--- src/rtl/csDecPkg.sv ---
package csDecPkg;
  localparam int ADDR_W = 24;
  localparam logic [1:0] FIELD_BASE = 2'd0;
  localparam logic [1:0] FIELD_MASK = 2'd1;
  localparam logic [1:0] FIELD_CTRL = 2'd2;

  typedef struct packed {
    logic wrBase;
    logic wrMask;
    logic wrCtrl;
  } spaceWr_t;

  // Spread the 8-bit mask byte over address bits 23..8 (index 0 = bit 8).
  function automatic logic [15:0] spreadMask(input logic [7:0] m);
    logic [15:0] r;
    r = '0;
    r[0] = m[0];
    r[6:1] = {6{m[1]}};
    r[12:7] = m[7:2];
    return r;
  endfunction
endpackage

--- src/rtl/csDecCtrl.sv ---
module csDecCtrl
  import csDecPkg::*;
#(
  parameter int NUM_SPACES = 4,
  parameter int IDX_W = 2
) (
  input  logic           regWrEn,
  input  logic [IDX_W+1:0] regAddr,
  input  logic           addrValid,
  output spaceWr_t       wrStb [NUM_SPACES],
  output logic           lookupEn
);
  logic [IDX_W-1:0] selSpace;
  logic [1:0] selField;

  assign selSpace = regAddr[IDX_W+1:2];
  assign selField = regAddr[1:0];
  assign lookupEn = addrValid;

  for (genvar i = 0; i < NUM_SPACES; i++) begin : g_stb
    logic hitSpace;
    assign hitSpace = regWrEn && (selSpace == IDX_W'(i));
    assign wrStb[i].wrBase = hitSpace && (selField == FIELD_BASE);
    assign wrStb[i].wrMask = hitSpace && (selField == FIELD_MASK);
    assign wrStb[i].wrCtrl = hitSpace && (selField == FIELD_CTRL);
  end
endmodule

--- src/rtl/csDecDatapath.sv ---
module csDecDatapath
  import csDecPkg::*;
#(
  parameter int NUM_SPACES = 4,
  parameter int CATCH_IDX = 2,
  parameter int IDX_W = 2
) (
  input  logic             clk,
  input  logic             rstN,
  input  spaceWr_t         wrStb [NUM_SPACES],
  input  logic [7:0]       regWrData,
  input  logic [IDX_W+1:0] regAddr,
  output logic [7:0]       regRdData,
  input  logic             lookupEn,
  input  logic [ADDR_W-1:0] busAddr,
  output logic [NUM_SPACES-1:0] csN,
  output logic             noMatch
);
  logic [7:0] baseReg [NUM_SPACES];
  logic [7:0] maskReg [NUM_SPACES];
  logic [NUM_SPACES-1:0] enReg;
  logic wholeReg;
  logic [NUM_SPACES-1:0] normHit;
  logic [NUM_SPACES-1:0] pick;
  logic catchHit;

  for (genvar i = 0; i < NUM_SPACES; i++) begin : g_space
    logic [15:0] diff;
    always_ff @(posedge clk or negedge rstN) begin
      if (!rstN) begin
        baseReg[i] <= '0;
        maskReg[i] <= '0;
        enReg[i] <= 1'b0;
      end else begin
        if (wrStb[i].wrBase) baseReg[i] <= regWrData;
        if (wrStb[i].wrMask) maskReg[i] <= regWrData;
        if (wrStb[i].wrCtrl) enReg[i] <= regWrData[0];
      end
    end
    assign diff = (busAddr[23:8] ^ {baseReg[i], 8'h00}) & ~spreadMask(maskReg[i]);
    if (i == CATCH_IDX) begin : g_catch
      assign normHit[i] = enReg[i] && !wholeReg && (diff == '0);
    end else begin : g_norm
      assign normHit[i] = enReg[i] && (diff == '0);
    end
    // a disabled space never drives its select low
    a_r10_disabled_quiet: assert property (@(posedge clk) disable iff (!rstN)
      !enReg[i] |=> csN[i]);
  end

  always_ff @(posedge clk or negedge rstN) begin
    if (!rstN) wholeReg <= 1'b0;
    else if (wrStb[CATCH_IDX].wrCtrl) wholeReg <= regWrData[1];
  end

  assign catchHit = enReg[CATCH_IDX] && wholeReg;

  always_comb begin
    logic found;
    found = 1'b0;
    pick = '0;
    for (int i = 0; i < NUM_SPACES; i++) begin
      if (!found && normHit[i]) begin
        pick[i] = 1'b1;
        found = 1'b1;
      end
    end
    if (!found && catchHit) pick[CATCH_IDX] = 1'b1;
  end

  always_ff @(posedge clk or negedge rstN) begin
    if (!rstN) begin
      csN <= '1;
      noMatch <= 1'b0;
    end else begin
      csN <= lookupEn ? ~pick : '1;
      noMatch <= lookupEn && (pick == '0);
    end
  end

  logic [IDX_W-1:0] rdSpace;
  assign rdSpace = regAddr[IDX_W+1:2];

  always_comb begin
    regRdData = '0;
    if (int'(rdSpace) < NUM_SPACES) begin
      case (regAddr[1:0])
        FIELD_BASE: regRdData = baseReg[rdSpace];
        FIELD_MASK: regRdData = maskReg[rdSpace];
        FIELD_CTRL: regRdData = {6'b0, (int'(rdSpace) == CATCH_IDX) && wholeReg, enReg[rdSpace]};
        default:    regRdData = '0;
      endcase
    end
  end

  a_r6_single_select: assert property (@(posedge clk) disable iff (!rstN)
    $onehot0(~csN));
  a_r8_idle_quiet: assert property (@(posedge clk) disable iff (!rstN)
    !lookupEn |=> (csN == '1 && !noMatch));
  a_r8_strobe_answers: assert property (@(posedge clk) disable iff (!rstN)
    lookupEn |=> (csN != '1 || noMatch));
  a_r9_flag_exclusive: assert property (@(posedge clk) disable iff (!rstN)
    noMatch |-> csN == '1);
endmodule

--- src/rtl/csSpaceDecoder.sv ---
module csSpaceDecoder
  import csDecPkg::*;
#(
  parameter int NUM_SPACES = 4,
  parameter int CATCH_IDX = 2,
  localparam int IDX_W = (NUM_SPACES > 1) ? $clog2(NUM_SPACES) : 1
) (
  input  logic             clk,
  input  logic             rstN,
  input  logic [IDX_W+1:0] regAddr,
  input  logic             regWrEn,
  input  logic [7:0]       regWrData,
  output logic [7:0]       regRdData,
  input  logic             addrValid,
  input  logic [ADDR_W-1:0] busAddr,
  output logic [NUM_SPACES-1:0] csN,
  output logic             noMatch
);
  spaceWr_t wrStb [NUM_SPACES];
  logic lookupEn;

  csDecCtrl #(.NUM_SPACES(NUM_SPACES), .IDX_W(IDX_W)) ctrl_i (
    .regWrEn(regWrEn), .regAddr(regAddr), .addrValid(addrValid),
    .wrStb(wrStb), .lookupEn(lookupEn)
  );

  csDecDatapath #(.NUM_SPACES(NUM_SPACES), .CATCH_IDX(CATCH_IDX), .IDX_W(IDX_W)) dp_i (
    .clk(clk), .rstN(rstN), .wrStb(wrStb), .regWrData(regWrData),
    .regAddr(regAddr), .regRdData(regRdData), .lookupEn(lookupEn),
    .busAddr(busAddr), .csN(csN), .noMatch(noMatch)
  );
endmodule

--- config.mk ---
export PLATFORM = sky130hd
export DESIGN_NAME = csSpaceDecoder
export DESIGN_NICKNAME = d
export VERILOG_FILES = /design/src/rtl/csDecPkg.sv /design/src/rtl/csDecCtrl.sv /design/src/rtl/csDecDatapath.sv /design/src/rtl/csSpaceDecoder.sv
export SDC_FILE = /design/constraint.sdc
export NUM_CORES = 1
export LEC_CHECK = 0
export ABC_CLOCK_PERIOD_IN_PS = 3000
export BUFFER_PORTS_ARGS = -buffer_cell sky130_fd_sc_hd__buf_2
export CAP_MARGIN = 0
export CELL_PAD_IN_SITES_DETAIL_PLACEMENT = 1
export CELL_PAD_IN_SITES_GLOBAL_PLACEMENT = 1
export CORE_ASPECT_RATIO = 2
export CORE_MARGIN = 2
export CORE_UTILIZATION = 40
export DETAILED_ROUTE_END_ITERATION = 10
export PLACE_DENSITY = 0.82
export SYNTH_ARGS = -nofsm -noshare
export SYNTH_HDL_FRONTEND = slang
export SYNTH_SLANG_ARGS = --single-unit
--- constraint.sdc ---
create_clock -name clk -period 3 [get_ports clk]
set_input_delay 0.15 -clock clk [delete_from_list [all_inputs] [get_ports clk]]
set_output_delay 0.15 -clock clk [all_outputs]
set_load 0.01 [all_outputs]
After elaboration in Yosys (flattened, before gate mapping):

Index checks and enable logic that the tools add are counted.

* flip-flop bits (word level): 74
* bits of input ports: 40
* output and inout port bits: 13

* magnitude comparators: 2
* equality and inequality tests: 6
* multiplexer cells: 18
* bitwise logic cells: 14
* reduce and logical (&&, ||, !) cells: 40

Operator list (number)
* $and A16 B16 Y16: 4
* $logic_not A16 Y1: 4
* $not A13 Y16: 4
* $xor A16 B16 Y16: 4
* $bmux W8 S2: 2
* $mux W8: 4
* $logic_and A1 B1 Y1: 28
* $pmux W8 S3: 1
* $mux W1: 9
* $eq A2 B2 Y1 const B: 4
* $logic_not A1 Y1: 5
* $eq A2 B1 Y1 const B: 2
* $logic_not A2 Y1: 2
* $logic_not A4 Y1: 1
* $mux W4: 1
* $not A4 Y4: 1
* $ge A3 B3 Y1 const B: 1
* $lt A2 B3 Y1 const B: 1
* $not A2 Y3: 1
* $bmux W1 S2: 1

Depth between registers and ports, before layout:

* word-level depth: 19
* depth in mapped cells: 7

Hierarchy:

A second synthesis with hierarchy kept.

* cells, all modules: 303
* area, all modules: 4038.9 µm²

Modules (own cells, without submodules)
* csDecDatapath: times used 1, cells each 284, area each 3937.5 µm²
* csDecCtrl: times used 1, cells each 19, area each 101.3 µm²

Least setup slack after synthesis:

OpenSTA, ideal clock, no wires.

* path kind: flip-flop to flip-flop
* from: register dp_i.baseReg[11] in the netlist's numbering
* to: register dp_i.noMatch
* library setup time: 0.120 ns
* data arrival time: 1.493 ns
* required time: 2.880 ns
* slack: 1.387 ns
* stages on the path, launching flop included: 7
* buffers on the path: 0
* period minus slack after synthesis: 1.613 ns
* path through: dfrtp_1 -> xnor2_1 -> o22ai_1 -> or3_1 -> nor4_2 -> and4b_1 -> and3_1

* word-level cells in the longest chain between the ends: 14
* elaborated cells on any way between the ends: 16
* classes of those cells: mux (5); bitwise (2); reduce/logical (9)

Ends and longest elaborated chain
* from (decl): RTL line csDecDatapath.sv:19 `logic [7:0] baseReg [NUM_SPACES];`
* from (signal, indexed assignment): RTL line csDecDatapath.sv:35 `if (wrStb[i].wrBase) baseReg[i] <= regWrData;`
* $xor A16 B16 Y16 (*): RTL line csDecDatapath.sv:40 `assign diff = (busAddr[23:8] ^ {baseReg[i], 8'h00}) & ~spreadMask(maskReg[i]);`
* $and A16 B16 Y16 (*): RTL line csDecDatapath.sv:40
* $logic_not A16 Y1 (*): RTL line csDecDatapath.sv:42 `assign normHit[i] = enReg[i] && !wholeReg && (diff == '0);`
* $logic_and A1 B1 Y1 (*): RTL line csDecDatapath.sv:42
* $logic_and A1 B1 Y1 (*): RTL line csDecDatapath.sv:63 `if (!found && normHit[i]) begin`
* $mux W1: RTL line csDecDatapath.sv:63
* $logic_not A1 Y1: RTL line csDecDatapath.sv:63
* $logic_and A1 B1 Y1: RTL line csDecDatapath.sv:63
* $mux W1: RTL line csDecDatapath.sv:63
* $logic_not A1 Y1: RTL line csDecDatapath.sv:68 `if (!found && catchHit) pick[CATCH_IDX] = 1'b1;`
* $logic_and A1 B1 Y1: RTL line csDecDatapath.sv:68
* $mux W1: RTL line csDecDatapath.sv:68
* $logic_not A4 Y1 (*): RTL line csDecDatapath.sv:77 `noMatch <= lookupEn && (pick == '0);`
* $logic_and A1 B1 Y1 (*): RTL line csDecDatapath.sv:77
* to (signal assigned): RTL line csDecDatapath.sv:77
* to (decl): RTL line csDecDatapath.sv:17 `output logic noMatch`

Mark *: on every way between the ends. The rest lies on a longest branch, timed or not.
A chain may end at the register's enable or synchronous reset.

Final worst setup path:

* from: input port regAddr[2]
* to: output port regRdData[7]

* word-level cells in the longest chain between the ends: 5
* elaborated cells on any way between the ends: 8
* classes of those cells: mux (7); bitwise (1)

Ends and longest elaborated chain
* from (decl): RTL line csSpaceDecoder.sv:10 `input logic [IDX_W+1:0] regAddr,`
* $not A2 Y3 (not written as such) (*): RTL line csDecDatapath.sv:88, csDecDatapath.sv:89
* $bmux W8 S2 (on tied branches): RTL line csDecDatapath.sv:89, csDecDatapath.sv:88
* $mux W8 (on tied branches) (2 in series): RTL line csDecDatapath.sv:89, csDecDatapath.sv:88
* $pmux W8 S3 (*): RTL line csDecDatapath.sv:87 `case (regAddr[1:0])`
* to (decl): RTL line csSpaceDecoder.sv:13 `output logic [7:0] regRdData,`

Mark *: on every way between the ends. The rest lies on a longest branch, timed or not. The select of a mux whose other input is x is not followed.

==> reports/results.txt <==
The run finished with clean final reports. STA puts the critical path data required time at 2.85 ns. For the final database, setup skew stands at 0.00778 ns. In this run the remaining antenna-violating nets after routing total 0. The relative max-transition margin is 0.500. Fill cells in the final layout number 994. Most instantiated flip-flop cell in the synthesis netlist: dfrtp_1. The final count of hold timing violations is 0.

The per-instance average area after synthesis was 13.1 µm²; the post-route fraction of the period consumed by the critical path was 0.648. The run gives 0.374 as the clock power share. Clock-pin slew was measured on the worst setup and hold paths at 0.06 ns. The fraction of final layout cells with drive strength greater than 1 is 0.258, and the hold slack is 0.150 ns.

By count the netlist is led by 70 x dfrtp_1, 69 x mux2_1, 26 x xnor2_1. Subtracting the final worst setup slack from the clock period gives 1.94 ns. The synthesis-to-finish area growth was 18.6%.

Clock tree synthesis selected as its root buffer the cell clkbuf_16. Half-perimeter wire length after detailed placement: 8.53 mm. The worst setup path is captured at an output port. Summing over every cut layer, the via total after detailed routing is 2746. The die covers 10600 µm². Entering global routing, the biggest net connects 31 pins.

The area share of the largest cell type after synthesis was 0.450. For the first-pass GRT wire length, the log shows 18.2 mm. The maximum resistive drop on vdd is 0.409 mV. Wires add up to 11.3 mm.

The fraction of the core area covered by cells at the end of the flow was 0.480; the detailed-router iteration count before antenna repair was 4. The setup TNS was 0 ns; the post-synthesis instance area was 3890 µm². The worst reg-to-reg path cell count came out at 5. The count of buffers added on input and output ports is 44. The run gives 0 as the leftover overflow at the end of global routing. Summed over all instances, the cell type with the most area after synthesis is dfrtp_1. The logs give 0.404 for the starting density of the core and 0.477 for the sequential share of the synthesized area. For this design the static power due to leakage is 1.97 nW. The post-detailed-route wirelength per cell is 23.5 µm. When the netlist entered floorplanning its net count stood at 338.

Derived from the worst setup path, the maximum achievable clock frequency is 514 MHz. For the placeable core region, the log shows 9640 µm². In the final layout, flip-flops and latches occupy 1860 µm².

The clock buffer count from CTS is 9, and the number of post-CTS setup repair buffers is 0. The max-cap violation count came out at 0. The count of flip-flops with a built-in enable after synthesis was 0; the count of instances resized after the clock tree is built was 0. The tools report the number of antenna violations at the first check in global routing as 0.

The count of clock tree sinks is 74, and the die width is 73.8 µm. The highest fanout seen on the critical path was 24; the die span in y was 144 µm. For the portion of total power attributed to combinational logic, the log shows 0.206.

Register bit count reported by yosys: 74. The total routing usage reported by global routing was 0.240. After synthesis, the cell types taking the most area are dfrtp_1 45%, mux2_1 20%, mux4_2 8.7%. The critical path is of the in -> out type. The fraction of registers with async set or reset after synthesis works out to 1.00.

For hold timing, the worst endpoint is dp_i.baseReg[20]$_DFFE_PN0P_. At the end of routability-driven placement, the weighted congestion stood at 0.915. Summing all multi-input logic gate instances after layout gives 1950 µm². Launch point of the worst path: regAddr[2]. Power spread over the standard cell area amounts to 737 nW/µm². The run gives 0 as the final number of max-transition violations. Number of different library cells in the post-synthesis netlist: 42. Counting instances, the worst hold path has a depth of 2. Synthesis handed over a netlist of 298 instances. In this run the number of H-tree levels came out at 3.

The detailed-route DRC error count is 0. The number of antenna diodes in the final layout is 0. The buffer depth of the longest clock path was 2; the number of vias per cell after detailed routing was 5.71. Setup repair after global routing left no endpoint under its margin. Internal power comes to 2.45 mW. TritonCTS built the clock tree. The number of warnings printed during yosys synthesis is 0, and the net count of the finished layout is 384. The capture point of the worst reg-to-reg path is dp_i.csN[2]$_DFF_PN1_. For this block, the initial DRC count from the detailed router was 138. Setup violations remaining at the end of the flow were counted as 0. Across all register-to-register paths, the minimum setup slack is 1.09 ns. The startpoint identified for the worst register-to-register timing path is dp_i.baseReg[6]$_DFFE_PN0P_. For the pin with the worst max-slew slack, the measured transition is 0.751 ns. For this design the top-level I/O count stands at 53. The worst setup path is launched from a primary input.

The initialized floorplan defines 51 standard-cell rows. Later-pin clock latency in the skew report: 0.34 ns. The run gives 957 µW as the switching power of the nets.

The worst hold path begins at regWrData[4]. Data on the critical path arrives at its endpoint at 1.79 ns. The share of total power in sequential cells was 0.420. Switching portion of total power: 0.281.

The path class of the tightest hold or removal check is in -> reg. The tools report the via count of the first global-routing pass as 3085. Yosys instantiated no cell more often than dfrtp_1.
-- metal layers --
layer / up-vias / part of all wire / GRT usage / wire (µm)
met5: - / 0 / 0 / 0
met4: 0 / 0.053 / 0.144 / 597
li1: 1182 / - / - / -
met1: 1439 / 0.36 / 0.263 / 4040
met3: 37 / 0.032 / 0.0484 / 361
met2: 88 / 0.56 / 0.413 / 6330
-- flip-flops by register name, indices dropped and copies added, names as in the netlist --
name	count
dp_i.wholeReg	1
dp_i.noMatch	1
dp_i.baseReg	32
dp_i.maskReg	32
dp_i.csN	4
dp_i.enReg	4
-- stage by stage --
step / power [mW] / setup slack [ns] / instances / instance area (µm²)
after floorplan: 1.85 / 1.39 / 298 / 3890
after global placement: 2.08 / 0.855 / 463 / 4250
final: 3.40 / 1.06 / 481 / 4620
after global routing: 3.56 / 0.932 / 481 / 4620
after CTS: 3.43 / 1.05 / 481 / 4620
after detailed placement: 2.14 / 0.852 / 463 / 4250
-- cell type report --
type | instances | area share
inverter | 6 | 0.00487
tap | 132 | 0.0357
sequential | 74 | 0.402
multi-input combinational | 203 | 0.423
clock inverter | 5 | 0.0217
clock buffer | 11 | 0.0547
timing repair buffer | 50 | 0.0585
-- cells in the final DEF, fill, tap and decap left out, types with 3 or more instances in the layout --
cell type  Yosys  layout
a21oi_1        5       5
buf_2          5      44
buf_4          0       4
bufinv_16      0       3
clkbuf_16      0       9
dfrtp_1       70      70
dfstp_2        4       4
inv_1          5       5
mux2_1        69      69
mux2i_1        8       8
mux4_2        15      15
nand2_1       10      10
nand2b_1       3       3
nand3_1        3       3
nor2_1        13      13
nor3_1         7       7
o221ai_1       3       3
o22ai_1        9       9
xnor2_1       26      26
xor2_1         4       4
-- timing repair --
item	CTS	global route
endpoints found under the setup margin	0	0
hold buffers	2	0
endpoints found under the hold margin	17	0
-- critical path: stages --
cell and delay (ns):
buf_2 0.58, mux4_2 0.66, mux2i_1 0.20, nor2_1 0.05, buf_2 0.14
-- power groups by stage --
| stage | combinational (mW) | sequential (mW) | clock (mW) |
|---|---|---|---|
| 6_report | 0.701 | 1.43 | 1.27 |
| 2_1_floorplan | 0.485 | 1.36 | 0 |
| 5_1_grt | 0.764 | 1.46 | 1.34 |
| 3_5_place_dp | 0.699 | 1.45 | 0 |
| 3_3_place_gp | 0.665 | 1.42 | 0 |
| 4_1_cts | 0.710 | 1.43 | 1.29 |
-- cell families after synthesis --
family          after synthesis  synth area share
mux                          94             0.313
flops                        74             0.477
simple gates                 52            0.0745
xor+xnor                     30            0.0675
compound gates               27            0.0469
buf+inv                      21            0.0218
-- worst max path at each step --
stage | slack, ns | to | cells after the start
after global routing | 0.93 | regRdData[7] | 5
final | 1.06 | regRdData[7] | 5
after global placement | 0.86 | dp_i.maskReg[26]$_DFFE_PN0P_ | 4
after detailed placement | 0.85 | dp_i.maskReg[25]$_DFFE_PN0P_ | 4
after CTS | 1.05 | regRdData[1] | 6
after floorplan | 1.39 | dp_i.noMatch$_DFF_PN0_ | 6
Note: power is estimated with default switching activity, not from simulation.
